===== config.mk =====
export PLATFORM = sky130hd
export DESIGN_NAME = adc_persist_cmp
export DESIGN_NICKNAME = d
export VERILOG_FILES = /design/src/rtl/adc_persist_cmp.sv
export SDC_FILE = /design/constraint.sdc
export NUM_CORES = 1
export LEC_CHECK = 0
export ABC_AREA = 1
export BUFFER_PORTS_ARGS = -buffer_cell sky130_fd_sc_hd__buf_2
export CELL_PAD_IN_SITES_DETAIL_PLACEMENT = 1
export CELL_PAD_IN_SITES_GLOBAL_PLACEMENT = 2
export CORE_MARGIN = 2
export CORE_UTILIZATION = 30
export CTS_BUF_LIST = sky130_fd_sc_hd__clkbuf_16
export DETAILED_ROUTE_END_ITERATION = 12
export PLACE_DENSITY = 0.95
export SYNTH_ARGS = -nofsm -noshare
export SYNTH_HDL_FRONTEND = slang
export SYNTH_SLANG_ARGS = --single-unit

===== constraint.sdc =====
create_clock -name clk -period 3.7 [get_ports clk]
set_input_delay 0.37 -clock clk [delete_from_list [all_inputs] [get_ports clk]]
set_output_delay 0.37 -clock clk [all_outputs]
set_load 0.1 [all_outputs]

===== src/rtl/adc_persist_cmp.sv =====
module adc_persist_cmp #(
  parameter int DW = 16,
  parameter int CW = 8
) (
  input  logic          clk,
  input  logic          rst_n,
  input  logic          thr_we,
  input  logic          lim_we,
  input  logic [DW-1:0] wdata,
  input  logic          enable,
  input  logic          below_clr,
  input  logic          fmt_signed,
  input  logic          res_valid,
  input  logic [DW-1:0] res_data,
  input  logic          flag_clr,
  output logic [DW-1:0] thr_q,
  output logic [CW-1:0] lim_q,
  output logic [CW-1:0] cnt_q,
  output logic          flag_q,
  output logic          irq
);

  localparam logic [CW-1:0] CNT_MAX = {CW{1'b1}};
  localparam logic [DW-1:0] MIN_NEG = {1'b1, {(DW-1){1'b0}}};
  localparam logic [DW-1:0] MAX_POS = {1'b0, {(DW-1){1'b1}}};

  logic [DW-1:0] neg_val, mag, thr_eff;
  logic          over;
  logic [CW-1:0] cnt_nxt;
  logic          flag_nxt;

  assign neg_val = ~res_data + 1'b1;

  always_comb begin
    if (!fmt_signed)
      mag = res_data;
    else if (res_data == MIN_NEG)
      mag = MAX_POS;
    else if (res_data[DW-1])
      mag = neg_val;
    else
      mag = {1'b0, res_data[DW-2:0]};
  end

  assign thr_eff = fmt_signed ? {1'b0, thr_q[DW-2:0]} : thr_q;
  assign over    = mag >= thr_eff;

  always_comb begin
    cnt_nxt = cnt_q;
    if (!enable)
      cnt_nxt = '0;
    else if (res_valid) begin
      if (over)
        cnt_nxt = (cnt_q == CNT_MAX) ? cnt_q : cnt_q + 1'b1;
      else if (below_clr)
        cnt_nxt = '0;
      else
        cnt_nxt = (cnt_q == '0) ? cnt_q : cnt_q - 1'b1;
    end
  end

  assign flag_nxt = enable & ((cnt_nxt == lim_q) | (flag_q & ~flag_clr));
  assign irq      = flag_q;

  always_ff @(posedge clk or negedge rst_n) begin
    if (!rst_n) begin
      thr_q  <= '0;
      lim_q  <= CW'(1);
      cnt_q  <= '0;
      flag_q <= 1'b0;
    end else begin
      if (thr_we) thr_q <= wdata;
      if (lim_we) lim_q <= wdata[CW-1:0];
      cnt_q  <= cnt_nxt;
      flag_q <= flag_nxt;
    end
  end

  p_hold_idle_r8: assert property (@(posedge clk) disable iff (!rst_n)
    (enable && !res_valid) |=> $stable(cnt_q));

  p_disabled_zero_r11: assert property (@(posedge clk) disable iff (!rst_n)
    !enable |=> (cnt_q == '0 && !flag_q));

  p_no_wrap_top_r7: assert property (@(posedge clk) disable iff (!rst_n)
    (enable && !below_clr && cnt_q == CNT_MAX) |=> (cnt_q >= CNT_MAX - 1'b1));

  p_single_step_r6: assert property (@(posedge clk) disable iff (!rst_n)
    (enable && res_valid && !below_clr) |=>
      ((cnt_q - $past(cnt_q)) == CW'(1) || ($past(cnt_q) - cnt_q) == CW'(1) || cnt_q == $past(cnt_q)));

  p_flag_sticky_r10: assert property (@(posedge clk) disable iff (!rst_n)
    (flag_q && enable && !flag_clr) |=> flag_q);

  p_irq_follows_r9: assert property (@(posedge clk) disable iff (!rst_n)
    irq == flag_q);

endmodule


-- Yosys cells after proc, flatten, opt, wreduce, memory -nomap -nowiden
Cells that the tools add are included.
W data, S select, Z words.
- magnitude comparators: 1
- mux-type cells: 10
- bitwise logic cells: 5
- reduce and logical (&&, ||, !) cells: 1
- equal/unequal tests: 3
- add/sub/neg operators: 3
- operators with widths (kind ; count):
    $mux W16 ; 4
    $mux W8 ; 6
    $add A16 B1 Y16 const B ; 1
    $eq A16 B16 Y1 const B ; 1
    $ge A16 B16 Y1 ; 1
    $not A16 Y16 ; 1
    $add A8 B1 Y8 const B ; 1
    $eq A8 B8 Y1 ; 1
    $eq A8 B8 Y1 const B ; 1
    $logic_not A8 Y1 ; 1
    $sub A8 B1 Y8 const B ; 1
    $and A1 B1 Y1 ; 2
    $not A1 Y1 ; 1
    $or A1 B1 Y1 ; 1
- logic and storage cells: 27
- input port bits: 41
- flip-flop bits (word level): 33

-- Longest topological paths before layout
Gate-level depths: netlist (run 1).
- depth after elaboration: 12
- depth in mapped cells: 30
- depth with buffers taken out: 29

-- Least setup slack after synthesis (run 1)
Ideal clock, no wire load.
- path kind: in2reg
- start: input res_data[1]
- end: register flag_q
- arrival: 3024 ps
- cell stages on the path: 25
- setup slack: 600 ps
- path through: inv_1 -> ha_1 -> nand2_1 -> nor3_1 -> inv_1 -> nor3_1 -> nand2_1 -> nor2_1 -> inv_1 -> buf_2 -> nand3b_1 -> ha_1 -> a21oi_1 -> o21ai_1 -> nor2_4 -> nand2_2 -> nand2_1 -> nand3_1 -> nand2_1 -> nand2_1 -> nand2_1 -> nand2_1 -> nor2_1 -> nand2_1 -> a21oi_2
- longest elaborated chain between the ends: 12
- elaborated cells on any way between the ends: 13
- classes of those cells: add/sub: 1; order compare: 1; eq/ne: 2; mux: 6; bitwise: 3
- ends and longest elaborated chain (item ; line ; source):
    start, declared ; 14 ; input logic [DW-1:0] res_data,
    $not A16 Y16 ; 32 ; assign neg_val = ~res_data + 1'b1;
    $add A16 B1 Y16 ; 32 ;
    $mux W16 ; 39 ; else if (res_data[DW-1])
    $mux W16 ; 37 ; else if (res_data == MIN_NEG)
    $mux W16 * ; 35 ; if (!fmt_signed)
    $ge A16 B16 Y1 * ; 46 ; assign over = mag >= thr_eff;
    $mux W8 * ; 53 ; if (over)
    $mux W8 * ; 52 ; else if (res_valid) begin
    $mux W8 * ; 50 ; if (!enable)
    $eq A8 B8 Y1 * ; 62 ; assign flag_nxt = enable & ((cnt_nxt == lim_q) | (flag_q & ~flag_clr));
    $or A1 B1 Y1 * ; 62 ;
    $and A1 B1 Y1 * ; 62 ;
    net flag_nxt ; 30 ; logic flag_nxt;
    end signal, assigned ; 75 ; flag_q <= flag_nxt;
    end, declared ; 19 ; output logic flag_q,
The timed path passes the listed nets; every way through them passes the cells marked *.
A chain may end at the register's enable or synchronous reset.

-- Final worst setup path (run 1)
- start: input res_data[0]
- end: register flag_q
Same word-level chain as after synthesis.

==> results.sh, run 1 <==
export IMPL_cts_inserted_buffers=5
export IMPL_grt_antenna_before_repair=0
export IMPL_synthTopCellsByCount="nand2_1 (116), inv_1 (66), nor2_1 (38), nand3_1 (36), o21ai_0 (36)"
export IMPL_area_growth_pct=22.6
export IMPL_netlist_area_sq_um=2830
export IMPL_final_max_slew_viol_count=0
export IMPL_portBuffers=74
export IMPL_p_seq_share_pct=29.9
export IMPL_grt_pass1_vias=2992
export IMPL_cts_htree_levels=2
export IMPL_setup_worst_path_start_class="input port"
export IMPL_yosysSeqAreaShare_pct=29.2
export IMPL_cts_buffer_depth=2
export IMPL_yosys_warnings=0
export IMPL_synth_edf_count=0
export IMPL_die_area_sq_um=10200
export IMPL_start_util_pct=30.8
export IMPL_rsz0062_at_grt="no"
export IMPL_net_switching_power_w=0.000649
export IMPL_setup_viol=0
export IMPL_core_area_sq_um=9200
export IMPL_drive_gt1_share_pct=24.3
export IMPL_period_minus_slack_ps=3380
export IMPL_cts_reportedPaths_clkPinSlew_ps=60
export IMPL_routed_via_density=4.75
export IMPL_via_count=2915
export IMPL_post_route_period_util_pct=91.4
export IMPL_drv_cap=0
export IMPL_clockPowerShare_pct=27.3
export IMPL_ys_types=33
export IMPL_reg2reg_to="flag_q"
export IMPL_grt_max_degree=34
export IMPL_wl_per_cell_um=13.8
export IMPL_cp_startpoint="res_data[0]"
export IMPL_end_kind="flip-flop"
export IMPL_die_y_um=101
export IMPL_grtUsageTotal_pct=17.0
export IMPL_post_cts_buffers=0
export IMPL_syn_nets=491
export IMPL_synth_top_area_cell="dfrtp_1"
export IMPL_clkSinkCount=33
export IMPL_status="complete, no violations"
export IMPL_wl_um=8490
export IMPL_place_inst=606
export IMPL_ys_top_cells_by_area="dfrtp_1 (28%), nand2_1 (15%), ha_1 (8.8%), inv_1 (8.7%), nand3_1 (6.4%)"
export IMPL_rows=35
export IMPL_avgSynthCellArea_sq_um=6.59
export IMPL_synth_seq_cells=33
export IMPL_grt_first_pass_wirelength_um=14100
export IMPL_cp_endpoint="flag_q"
export IMPL_synth_top_area_share_pct=28.3
export IMPL_vdd_ir_drop_max_mv=0.145
export IMPL_holdWs_ps=166
export IMPL_skew_ps=6.61
export IMPL_drc=0
export IMPL_num_nets_final=563
export IMPL_cts_tree="built"
export IMPL_worst_pin_slew_ps=746
export IMPL_reg2regPathDepth=17
export IMPL_critPathKind="input port to flip-flop"
export IMPL_ctsHoldBuffers=0
export IMPL_die_w_um=101
export IMPL_cts_root_buffer="clkbuf_16"
export IMPL_slew_headroom_pct=50.2
export IMPL_first_pass_iters=4
export IMPL_antenna_left=0
export IMPL_ys_async_sr_fraction_pct=100
export IMPL_ios=75
export IMPL_final_instance_count_excl_fill=614
export IMPL_synth_flop_cell="dfrtp_1"
export IMPL_swShare_pct=45.3
export IMPL_gp_congestion=0.886
export IMPL_utilization_pct=37.8
export IMPL_combPwrFrac_pct=42.9
export IMPL_power_internal_w=0.000784
export IMPL_clock_latency_ps=270
export IMPL_max_freq_ghz=0.296
export IMPL_powerDensity_nw_per_um2=412
export IMPL_r2r_slack_ps=1170
export IMPL_r2r_start="thr_q[15]"
export IMPL_dpl_hpwl_um=7100
export IMPL_crit_fanout=9
export IMPL_finalHoldViolations=0
export IMPL_ctsResizeCount=0
export IMPL_grt_overflow_total=0
export IMPL_yosysMostFrequentCell="nand2_1"
export IMPL_cellLeakagePower_nw=1.96
export IMPL_antenna_cells=0
export IMPL_worstPathArrival_ps=3580
export IMPL_hold_class="input port to async pin"
export IMPL_drtIter0Drc=88
export IMPL_crit_required_ps=3900
export IMPL_synth_cells=430
==> sequential cells by signal, summed over array words and instances (netlist names) <==
register  flops
cnt_q         8
flag_q        1
lim_q         8
thr_q        16
==> critical path: stages <==
cell      delay [ps]
buf_2            130
inv_1             60
ha_1             170
nand2_1          100
nor3_2           140
inv_1            110
nor3_2           160
nand2_1          130
nor3_1           190
nor3_1            60
nand3b_1         170
ha_1             310
nand4_1          200
a21oi_2          210
nor2_4            90
nand2_2          160
nand2_1           70
nand3_1          100
nand2_1           80
nand2_1           60
nand2_1           50
inv_1             50
nand2_1           50
nor2_1           150
nand2_1           90
a21oi_2          110
==> cell type report <==
| class | count | area (sq um) |
|---|---|---|
| fillers | 1215 | 5720 |
| multi-input cells | 314 | 1710 |
| flip-flops and latches | 33 | 827 |
| repair buffers | 77 | 393 |
| inverters | 71 | 267 |
| well taps | 111 | 139 |
| clock buffers | 5 | 125 |
| clock inverters | 3 | 13.8 |
==> how the worst min path moves through the flow <==
| stage | startpoint | end | slack (ps) |
|---|---|---|---|
| global route | rst_n | lim_q[5] | 240 |
| floorplan | rst_n | cnt_q[0] | 70 |
| CTS | rst_n | lim_q[3] | 200 |
| global placement | rst_n | thr_q[3] | 480 |
| finish | rst_n | thr_q[5] | 170 |
| detailed placement | rst_n | thr_q[3] | 490 |
==> logic make-up after synthesis <==
family                   after synthesis  synth area share [%]
flip-flops                            33                  29.2
multiplexers                           1                 0.397
AND/OR/NAND/NOR                      229                  37.2
AO/OA/AOI/OAI                         56                  10.2
adder cells (fa/ha/maj)               20                  8.83
XOR/XNOR                               8                  2.47
buffers and inverters                 83                  11.7
==> layer usage <==
| layer | vias to the layer above | GRT usage, % | wire length, um |
|---|---|---|---|
| met5 | - | 0 | 0 |
| met4 | 0 | 4.57 | 78 |
| met3 | 4 | 1.45 | 212 |
| met2 | 45 | 31.4 | 4370 |
| met1 | 1369 | 21.2 | 3830 |
| li1 | 1497 | - | - |
==> stage by stage <==
| step | total power [W] | setup TNS [ps] | cell area [sq um] | worst slack (ps) |
|---|---|---|---|---|
| 6_report | 0.00143 | 0 | 3480 | 318 |
| 3_3_place_gp | 0.00103 | 0 | 3300 | 19.3 |
| 3_5_place_dp | 0.00105 | -185 | 3300 | -185 |
| 5_1_grt | 0.00152 | 0 | 3480 | 23.2 |
| 2_1_floorplan | 0.000903 | 0 | 2830 | 600 |
| 4_1_cts | 0.00144 | 0 | 3440 | 93.4 |
==> power groups by stage <==
stage | Clock [W] | Combinational, W | Sequential (W)
final | 0.000391 | 0.000615 | 0.000428
after global routing | 0.000419 | 0.000670 | 0.000432
after CTS | 0.000400 | 0.000616 | 0.000429
after detailed placement | 0 | 0.000613 | 0.000435
after global placement | 0 | 0.000598 | 0.000433
after floorplan | 0 | 0.000250 | 0.000653
==> cell usage in the layout (no fill, tap or decap), types with 2 or more instances in the layout <==
master,instances
nand2_1,116
buf_2,74
inv_1,67
nor2_1,36
nand3_1,36
o21ai_0,36
dfrtp_1,32
ha_1,20
a21oi_1,14
xor2_1,7
nor3_1,6
nand2_2,6
or2_2,5
clkbuf_16,5
nor3_2,4
nand3b_1,4
inv_2,4
nand3_2,4
nor2_2,3
a21oi_2,3
buf_4,3
nor3_4,2
nand4_1,2
nand2_4,2
o21ai_1,2
nor2_4,2
clkinv_2,2
(Power assumes the default switching activity.)
==> run 2: changes to the inputs <==
--- a/config.mk
+++ b/config.mk
@@ -13,7 +13,7 @@
 export CORE_UTILIZATION = 30
 export CTS_BUF_LIST = sky130_fd_sc_hd__clkbuf_16
 export DETAILED_ROUTE_END_ITERATION = 12
-export PLACE_DENSITY = 0.95
+export PLACE_DENSITY = 0.89
 export SYNTH_ARGS = -nofsm -noshare
 export SYNTH_HDL_FRONTEND = slang
 export SYNTH_SLANG_ARGS = --single-unit
==> constraint.sdc (replaced) <==
create_clock -name clk -period 3.7 [get_ports clk]
set_input_delay 0.37 -clock clk [delete_from_list [all_inputs] [get_ports clk]]
set_output_delay 0.37 -clock clk [all_outputs]
set_load 0.05 [all_outputs]
==> results.sh, run 2 (same netlist as run 1, synthesis figures left out) <==
export IMPL_ios=75
export IMPL_crit_fanout=5
export IMPL_rsz0062_at_grt="no"
export IMPL_cts_reportedPaths_clkPinSlew_ps=50
export IMPL_crit_slowest_cell="ha_1"
export IMPL_ctsHoldBuffers=0
export IMPL_routed_top_layer="met4"
export IMPL_critPathKind="input port to flip-flop"
export IMPL_crit_required_ps=3900
export IMPL_via_count=2985
export IMPL_die_y_um=101
export IMPL_wl_met3_um=303
export IMPL_clkSinkCount=33
export IMPL_setup_viol=0
export IMPL_cellLeakagePower_nw=1.96
export IMPL_setup_worst_path_start_class="input port"
export IMPL_dpl_hpwl_um=7320
export IMPL_wl_um=8900
export IMPL_r2r_start="thr_q[15]"
export IMPL_wl_per_cell_um=14.5
export IMPL_worst_pin_slew_ps=760
export IMPL_antenna_left=0
export IMPL_cts_root_buffer="clkbuf_16"
export IMPL_grt_pass1_vias=3142
export IMPL_die_area_sq_um=10200
export IMPL_cts_tree="built"
export IMPL_period_minus_slack_ps=3310
export IMPL_drc=0
export IMPL_postPlaceCellArea_sq_um=3290
export IMPL_cts_htree_levels=2
export IMPL_setup_tns_final_ps=0
export IMPL_cp_slowest_stage_delay_ps=320
export IMPL_grt_max_degree=34
export IMPL_num_nets_final=564
export IMPL_status="complete, no violations"
export IMPL_stdcell_area_sq_um=3490
export IMPL_dr_wl_met2_um=4610
export IMPL_cts_buffer_depth=2
export IMPL_routed_via_density=4.85
export IMPL_cp_startpoint="res_data[1]"
export IMPL_area_growth_pct=23.0
export IMPL_final_max_slew_viol_count=0
export IMPL_start_util_pct=30.8
export IMPL_skew_ps=3.40
export IMPL_grt_first_pass_wirelength_um=14600
export IMPL_drv_cap=0
export IMPL_powerDensity_nw_per_um2=381
export IMPL_grt_overflow_total=0
export IMPL_layout_commonest_cell="nand2_1"
export IMPL_vdd_ir_drop_max_mv=0.144
export IMPL_wl_met1_um=3860
export IMPL_drtIter0Drc=91
export IMPL_worstPathArrival_ps=3510
export IMPL_finalHoldViolations=0
export IMPL_crit_family="simple AND/OR/NAND/NOR gates"
export IMPL_first_pass_iters=4
export IMPL_grtUsageTotal_pct=17.8
export IMPL_hold_class="input port to async pin"
export IMPL_max_freq_ghz=0.302
export IMPL_grt_antenna_before_repair=0
export IMPL_path_buf_inv=4
export IMPL_gp_congestion=0.866
export IMPL_utilization_pct=37.9
export IMPL_clock_latency_ps=280
export IMPL_post_route_period_util_pct=89.6
export IMPL_cts_inserted_buffers=5
export IMPL_die_w_um=101
export IMPL_end_kind="flip-flop"
export IMPL_core_area_sq_um=9200
export IMPL_reg_top3="thr_q (16), cnt_q (8), lim_q (8)"
export IMPL_regMostFlops="thr_q"
export IMPL_layout_common_cells="nand2_1 (116), buf_2 (74), inv_1 (66)"
export IMPL_path_common_cell="nand2_1"
export IMPL_drive_gt1_share_pct=24.8
export IMPL_portBuffers=74
export IMPL_antenna_cells=0
export IMPL_largest_reg_flops=16
export IMPL_slew_headroom_pct=49.4
export IMPL_rows=35
[run 2: cell count changes in the layout (fill, tap and decap cells not counted)]
cell,delta
a21oi_1,-1
a21oi_2,+1
inv_1,-1
inv_2,+1
nor2_1,+1
o21ai_0,-1
o21ai_2,+1
[run 2: area by class of cell]
| class | count | area (sq um) |
|---|---|---|
| clock buffer | 5 | 125 |
| clock inverter | 3 | 13.8 |
| timing repair buffer | 77 | 393 |
| fill | 1232 | 5710 |
| multi-input combinational | 315 | 1720 |
| sequential | 33 | 827 |
| tap | 111 | 139 |
| inverter | 71 | 267 |
[run 2: power breakdown]
| part | total, W | switching, W | internal, W |
|---|---|---|---|
| logic | 0.000503 | 0.000350 | 0.000153 |
| clock network | 0.000396 | 0.000152 | 0.000244 |
| registers | 0.000429 | 0.0000360 | 0.000393 |
[run 2: what timing repair did]
action / CTS / global route
setup buffers: 0 / 1
setup endpoints to repair: 0 / 8
gates resized for setup: 0 / 11
[run 2: through the flow]
step                      setup WS, ps  cells  hold slack [ps]  total power (W)
after detailed placement          -157    605              492         0.000928
after global routing              14.3    615              238          0.00141
after floorplan                    605    430             74.4         0.000783
final                              385    615              169          0.00133
after global placement            53.1    605              486         0.000913
after CTS                          101    613              210          0.00133
[run 2: routing by layer]
layer | track usage [%] | vias to the layer above
met2 | 32.8 | 61
met4 | 4.57 | 0
met1 | 21.9 | 1411
li1 | - | 1503
met3 | 1.93 | 10
met5 | 0 | -
[run 2: worst paths after layout]
path                             end  slack [ps]  depth (start not counted)
setup / recovery              flag_q         390                         25
hold / removal             thr_q[11]         170                          1
setup reg to reg              flag_q        1250                         16
hold reg to reg             lim_q[0]         530                          2
max in group asynchronous   cnt_q[3]        3050                          1
min in group clk           thr_q[15]         300                          3
[run 2: worst reg2reg max path: stages (launching register included)]
cell     delay [ps]
dfrtp_1         340
inv_1            50
or2_2           280
ha_1            350
nand4_1         170
a21oi_2         250
nor2_4          100
buf_4           150
nand3_1          90
nand3_2          90
nand3_1          90
nand2_1          50
inv_1            40
nand2_1          50
nor2_1           90
nand2_1          70
a21oi_2         110
